$ cat config.mk
export PLATFORM = sky130hd
export DESIGN_NAME = pid_duty_comp
export DESIGN_NICKNAME = d
export VERILOG_FILES = /design/src/rtl/pidc_pkg.sv /design/src/rtl/pidc_history.sv /design/src/rtl/pidc_mac.sv /design/src/rtl/pidc_integ_clamp.sv /design/src/rtl/pid_duty_comp.sv
export SDC_FILE = /design/constraint.sdc
export NUM_CORES = 2
export LEC_CHECK = 0
export BUFFER_PORTS_ARGS = -buffer_cell sky130_fd_sc_hd__buf_4
export CORE_ASPECT_RATIO = 2
export CORE_MARGIN = 2
export CORE_UTILIZATION = 40
export DETAILED_ROUTE_END_ITERATION = 10
export GPL_TIMING_DRIVEN = 0
export HOLD_SLACK_MARGIN = 0.1
export SETUP_SLACK_MARGIN = 0.2
export SLEW_MARGIN = 20
export SYNTH_ARGS = -nofsm -noshare
export SYNTH_HDL_FRONTEND = slang
export SYNTH_SLANG_ARGS = --single-unit
$ cat constraint.sdc
create_clock -name clk -period 14.45 [get_ports clk]
set_input_delay 1.445 -clock clk [delete_from_list [all_inputs] [get_ports clk]]
set_output_delay 1.445 -clock clk [all_outputs]
set_load 0.02 [all_outputs]
$ cat src/rtl/pidc_pkg.sv
package pidc_pkg;

  // Number of error taps in the difference equation (present, one back, two back).
  localparam int TAPS = 3;

  typedef enum logic [1:0] {
    TAP_NOW  = 2'd0,
    TAP_ONE  = 2'd1,
    TAP_TWO  = 2'd2
  } tap_e;

  // The one-sample-old tap enters the sum with a negative sign.
  function automatic logic tap_negated(input int idx);
    return (idx == int'(TAP_ONE));
  endfunction

endpackage

$ cat src/rtl/pidc_history.sv
module pidc_history #(
  parameter int ERR_W = 10
) (
  input  logic                    clk,
  input  logic                    rst,
  input  logic                    shift_en,
  input  logic signed [ERR_W-1:0] err_now,
  output logic signed [ERR_W-1:0] err_d1,
  output logic signed [ERR_W-1:0] err_d2
);

  always_ff @(posedge clk) begin
    if (rst) begin
      err_d1 <= '0;
      err_d2 <= '0;
    end else if (shift_en) begin
      err_d1 <= err_now;
      err_d2 <= err_d1;
    end
  end

endmodule

$ cat src/rtl/pidc_mac.sv
module pidc_mac
  import pidc_pkg::*;
#(
  parameter int ERR_W  = 10,
  parameter int COEF_W = 18,
  parameter int ACC_W  = 32
) (
  input  logic                     clk,
  input  logic                     rst,
  input  logic                     in_valid,
  input  logic signed [ERR_W-1:0]  err_now,
  input  logic signed [ERR_W-1:0]  err_d1,
  input  logic signed [ERR_W-1:0]  err_d2,
  input  logic signed [COEF_W-1:0] c0,
  input  logic signed [COEF_W-1:0] c1,
  input  logic signed [COEF_W-1:0] c2,
  output logic signed [ACC_W-1:0]  inc_q,
  output logic                     inc_valid
);

  localparam int EXT_E = ACC_W - ERR_W;
  localparam int EXT_C = ACC_W - COEF_W;

  logic signed [ERR_W-1:0]  tap_err  [TAPS];
  logic signed [COEF_W-1:0] tap_coef [TAPS];
  logic signed [ACC_W-1:0]  term     [TAPS];
  logic signed [ACC_W-1:0]  sum_c;

  assign tap_err[0]  = err_now;
  assign tap_err[1]  = err_d1;
  assign tap_err[2]  = err_d2;
  assign tap_coef[0] = c0;
  assign tap_coef[1] = c1;
  assign tap_coef[2] = c2;

  for (genvar i = 0; i < TAPS; i++) begin : g_tap
    logic signed [ACC_W-1:0] ext_e;
    logic signed [ACC_W-1:0] ext_c;
    logic signed [ACC_W-1:0] prod;
    assign ext_e = {{EXT_E{tap_err[i][ERR_W-1]}}, tap_err[i]};
    assign ext_c = {{EXT_C{tap_coef[i][COEF_W-1]}}, tap_coef[i]};
    assign prod  = ext_e * ext_c;
    if (tap_negated(i)) begin : g_neg
      assign term[i] = -prod;
    end else begin : g_pos
      assign term[i] = prod;
    end
  end

  always_comb begin
    sum_c = '0;
    for (int i = 0; i < TAPS; i++) begin
      sum_c = sum_c + term[i];
    end
  end

  always_ff @(posedge clk) begin
    if (rst) begin
      inc_q     <= '0;
      inc_valid <= 1'b0;
    end else begin
      inc_valid <= in_valid;
      if (in_valid) begin
        inc_q <= sum_c;
      end
    end
  end

endmodule

$ cat src/rtl/pidc_integ_clamp.sv
module pidc_integ_clamp #(
  parameter int ACC_W    = 32,
  parameter int FRAC     = 12,
  parameter int DUTY_W   = 10,
  parameter int DUTY_MAX = 1000
) (
  input  logic                    clk,
  input  logic                    rst,
  input  logic                    inc_valid,
  input  logic signed [ACC_W-1:0] inc,
  output logic [DUTY_W-1:0]       duty_out,
  output logic                    duty_valid
);

  localparam logic signed [ACC_W-1:0] MAX_FX = ACC_W'(DUTY_MAX * (2 ** FRAC));

  logic signed [ACC_W-1:0] state_q;
  logic signed [ACC_W-1:0] raw_c;
  logic signed [ACC_W-1:0] lim_c;

  assign raw_c = state_q + inc;

  always_comb begin
    if (raw_c < 0) begin
      lim_c = '0;
    end else if (raw_c > MAX_FX) begin
      lim_c = MAX_FX;
    end else begin
      lim_c = raw_c;
    end
  end

  always_ff @(posedge clk) begin
    if (rst) begin
      state_q    <= '0;
      duty_out   <= '0;
      duty_valid <= 1'b0;
    end else begin
      duty_valid <= inc_valid;
      if (inc_valid) begin
        state_q  <= lim_c;
        duty_out <= lim_c[FRAC +: DUTY_W];
      end
    end
  end

endmodule

$ cat src/rtl/pid_duty_comp.sv
module pid_duty_comp #(
  parameter int ERR_W    = 10,
  parameter int COEF_W   = 18,
  parameter int FRAC     = 12,
  parameter int ACC_W    = 32,
  parameter int DUTY_W   = 10,
  parameter int DUTY_MAX = 1000
) (
  input  logic                     clk,
  input  logic                     rst,
  input  logic                     sample_valid,
  input  logic signed [ERR_W-1:0]  err_in,
  input  logic signed [COEF_W-1:0] coef_b0,
  input  logic signed [COEF_W-1:0] coef_b1,
  input  logic signed [COEF_W-1:0] coef_b2,
  output logic [DUTY_W-1:0]        duty_out,
  output logic                     duty_valid
);

  logic signed [ERR_W-1:0] err_d1;
  logic signed [ERR_W-1:0] err_d2;
  logic signed [ACC_W-1:0] inc_q;
  logic                    inc_valid;

  pidc_history #(.ERR_W(ERR_W)) u_hist (
    .clk      (clk),
    .rst      (rst),
    .shift_en (sample_valid),
    .err_now  (err_in),
    .err_d1   (err_d1),
    .err_d2   (err_d2)
  );

  pidc_mac #(.ERR_W(ERR_W), .COEF_W(COEF_W), .ACC_W(ACC_W)) u_mac (
    .clk       (clk),
    .rst       (rst),
    .in_valid  (sample_valid),
    .err_now   (err_in),
    .err_d1    (err_d1),
    .err_d2    (err_d2),
    .c0        (coef_b0),
    .c1        (coef_b1),
    .c2        (coef_b2),
    .inc_q     (inc_q),
    .inc_valid (inc_valid)
  );

  pidc_integ_clamp #(
    .ACC_W(ACC_W), .FRAC(FRAC), .DUTY_W(DUTY_W), .DUTY_MAX(DUTY_MAX)
  ) u_clamp (
    .clk        (clk),
    .rst        (rst),
    .inc_valid  (inc_valid),
    .inc        (inc_q),
    .duty_out   (duty_out),
    .duty_valid (duty_valid)
  );

endmodule

# Word level (Yosys, flattened, before mapping)
# Cells that the tools add are included.
# op_classes
n_addsub,4
n_mul,3
div_mod_pow,0
n_lt_le_gt_ge,2
eq_ne,0
n_shift,0
mux,2
bitwise_logic,0
n_reduce_logical,0
# op_table
op,count
32-bit adder,3
10-bit by 18-bit multiplier with 28-bit output,3
32-bit 2-to-1 mux,2
"32-bit by 23-bit greater-than comparator with 1-bit output, second input constant",1
"32-bit by 1-bit less-than comparator with 1-bit output, second input constant",1
32-bit negation,1
# word_totals
register_bits,96
latchBits,0
ramBits,0
rom_bits,0
output_inout_bits,11
n_memories,0

# Longest topological paths before layout
# logic_depth
depth_word,4
depth_mapped,35

# By module
# A second synthesis with hierarchy kept.
# unflattened
cells_unflattened,2799
area_unflattened_um2,25796.0
# modules_own_cells
module,n_inst,cells_per_inst,area_per_inst_um2,seq_area_each_um2
pidc_mac,1,2330,21820.9,660.6
pidc_integ_clamp,1,405,3269.4,640.6
pidc_history,1,64,705.7,400.4

# Worst setup path before layout
# OpenSTA, ideal clock, no wires.
# synth_timing
kind,in2reg
from,input port err_in[1]
to,register u_mac.inc_q[26]
arrival_ns,8.860
required_ns,14.328
setup_slack_ns,5.468
stages,32
cell_sequence,clkbuf_1 buf_1 nand2_1 fa_1 inv_1 fa_1 inv_1 fa_1 inv_1 fa_1 inv_1 fa_1 inv_1 ha_1 and2_1 nor2_1 o21ai_0 a21oi_1 xnor2_1 fa_1 ha_1 clkbuf_1 and3_1 a221oi_1 o21ai_0 or3_1 a31oi_1 o21ai_1 a311oi_1 o21ai_1 nor4b_1 a311o_1
# synth_via
elab_chain_len,3
# synth_rtl
item,line,text
from (decl),pid_duty_comp.sv:12,"input logic signed [ERR_W-1:0] err_in,"
10-bit by 18-bit multiplier with 28-bit output,pidc_mac.sv:42,assign prod = ext_e * ext_c;
32-bit adder (2 in series),pidc_mac.sv:53,sum_c = sum_c + term[i];
to (signal assigned),pidc_mac.sv:64,inc_q <= sum_c;
to (decl),pidc_mac.sv:17,"output logic signed [ACC_W-1:0] inc_q,"
# No other way between the ends.
# A chain may end at the register's enable or synchronous reset.

# Final worst setup path
# Same ends and word-level chain as after synthesis.

==> impl_metrics.toml <==
[placement]
hpwl_mm = 56.28
placed_area_mm2 = 0.02752
pre_cts_slack_ns = 4.089
portBuffers = 17
gp_congestion = 0.8729

[detailed_routing]
vias_per_cell = 5.036
vias = 20110
wire_per_inst_um = 16.45
routed_wl_mm = 65.69
firstDrtPassIters = 5
drt_iter0_drc = 1009
ant_nets = 0
route.detailed.drc = 0

[synth]
ys_types = 76
netlist_area_mm2 = 0.02629
synth-edff-count = 0
synth_nets = 3899
ys_seq_elements = 85
netlist_instances = 3082
yosysSeqAreaShare = 0.06472
async_flop_share = 0
yosysWarnings = 0
syn_area_per_cell_um2 = 8.531
synth_flop_cell = "dfxtp_1"

[worst_setup_path]
crit_type = "in2reg"
startpoint = "err_in[1]"
end_kind = "register"
cpMaxStageDelayCell = "fa_1"
cp.required_ns = 14.70
r2r_slack_ns = 4.99
cp_max_fo = 10
startpoint_type = "primary input"
cp_num_buf_inv = 7
crit_top_cell = "fa_1"
timing.rr.end = "u_mac.inc_q[26]"
r2r-start = "u_hist.err_d2[1]"
max_stage_delay_ns = 0.57
cp_top_family = "adder cells"
rr_worst_depth = 29
worstPathArrival_ns = 10.28

[sta]
worstMarginPinSlew_ns = 0.9110
finalHoldViolCount = 0
fin_crit_sh = 0.6942
period_needed_ns = 10.03
fmax_ghz = 0.09968
slew_headroom = 0.3927
fin_ws_ns = 4.418
tns_ns = 0
skew_ns = 0.01628
setup_viol = 0
rsz0062_at_grt = "false"
maxSlewViolCount = 0

[global_route]
track_usage = 0.2025
grt_pass1_vias = 21220
grt_max_degree = 16
antenna_found_initial = 1
grt_pass1_wl_mm = 109.2
grt_remaining_overflow = 0

[clocking]
ctsRootBufferMaster = "clkbuf_16"
clkSinkCount = 85
cts_tree = "built"
clock_latency_ns = 0.37
cts_made_buffers = 9
cts_setup_buffers = 0
htreeDepth = 3
clk_pin_slew_ns = 0.06
ctsResizeCount = 0
postCtsHoldBufs = 0
ctsLongestPathBuffers = 2

[floorplan]
floorplan.initialDensity = 0.4020
rows = 133
die-area_mm2 = 0.06792
io_pins = 78
fp.dieH_um = 366.6
coreArea_mm2 = 0.06540
die_width_um = 185.3

[layout]
area_growth_pct = 5.716
utilization = 0.4250
final_area_mm2 = 0.02779
finalNetCount = 3927
drive_gt1_frac = 0.02343

[hold_path]
hold_path_class = "reg2reg"
hp-start = "u_clamp.state_q[24]"
whs_path_depth = 1
whs_endpoint = "u_clamp.state_q[24]"

[status]
status = "completed"

[flow_run]
cap_violations = 0
-- through the flow --
stage | cells | hold WS (ns)
4_1_cts | 3992 | 0.4671
6_report | 3993 | 0.4622
2_1_floorplan | 3082 | 0.4340
3_5_place_dp | 3976 | 0.4521
3_3_place_gp | 3976 | 0.4464
5_1_grt | 3992 | 0.4953
-- synth_stat cells, drive strengths merged (36+ instances only) --
cell,instances,area share
a21o,50,0.014
a21oi,103,0.020
and2,220,0.052
clkbuf,131,0.019
dfxtp,85,0.065
fa,494,0.38
ha,256,0.12
inv,644,0.092
mux2i,36,0.014
nand2,348,0.050
nor2,152,0.022
nor3,39,0.0074
o21ai,66,0.013
xnor2,82,0.027
xor2,49,0.016
-- worst register-to-register path, delay by kind of cell, from the launching register on --
family / cells / cell delay, ns
buffers and inverters: 6 / 1.34
xor gates and xnor gates: 1 / 0.41
DFF: 1 / 0.31
adders and majority gates: 8 / 3.53
AOI/OAI and AO/OA: 9 / 2.45
and+or+nand+nor: 5 / 1.30
-- flip-flops by register name (all words and copies together) (netlist names) --
name,count
u_mac.inc_q,32
u_clamp.duty_out,9
u_clamp.state_q,22
u_hist.err_d1,10
u_clamp.duty_valid,1
u_mac.inc_valid,1
u_hist.err_d2,10
-- cell usage in the layout, fill, tap and decap left out, types with 23 or more instances in the layout --
master	instances
clkbuf_1	132
a21o_1	49
a211oi_1	23
nand2b_1	26
o21ai_0	63
inv_1	644
xnor2_1	82
o21a_1	27
mux2i_1	36
fa_1	494
nand3_1	26
dfxtp_1	85
nor2_1	152
nand2_1	348
a21oi_1	103
xor2_1	49
nor3_1	39
ha_1	256
buf_4	27
and2_1	220
-- kinds of logic after synthesis --
kind of cell	Yosys count	share of synthesized area
compound gates	388	0.1001
xor+xnor	131	0.04364
fa+ha+maj	750	0.4980
buf+inv	794	0.1154
flops	85	0.06472
mux	36	0.01371
simple gates	898	0.1645
-- worst max path at each step --
stage | to | slack, ns | depth (start not counted)
floorplan | u_mac.inc_q[26] | 5.47 | 32
global placement | u_mac.inc_q[26] | 4.15 | 32
detailed placement | u_mac.inc_q[26] | 4.09 | 31
CTS | u_mac.inc_q[26] | 4.46 | 31
global route | u_mac.inc_q[26] | 3.91 | 32
finish | u_mac.inc_q[26] | 4.42 | 31
-- metal layers --
layer / up-vias / GRT usage / wire, um
li1: 9595 / - / -
met1: 10070 / 0.2577 / 27660
met2: 365 / 0.3624 / 33940
met3: 82 / 0.01757 / 2054
met4: 2 / 0.05708 / 2017
met5: - / 0 / 13
-- final cells by class --
cell class,count,area [um2]
Antenna cell,1,2.502
Buffer,149,611.8
Clock buffer,10,229.0
Clock inverter,6,46.29
Fill cell,6569,37600
Inverter,645,2421
Multi-Input combinational cell,2203,21560
Sequential cell,85,1702
Tap cell,877,1097
Timing Repair Buffer,17,127.6
Power is not shown: default switching activity piles up to over one toggle a cycle in this logic, so the estimate is an artifact.
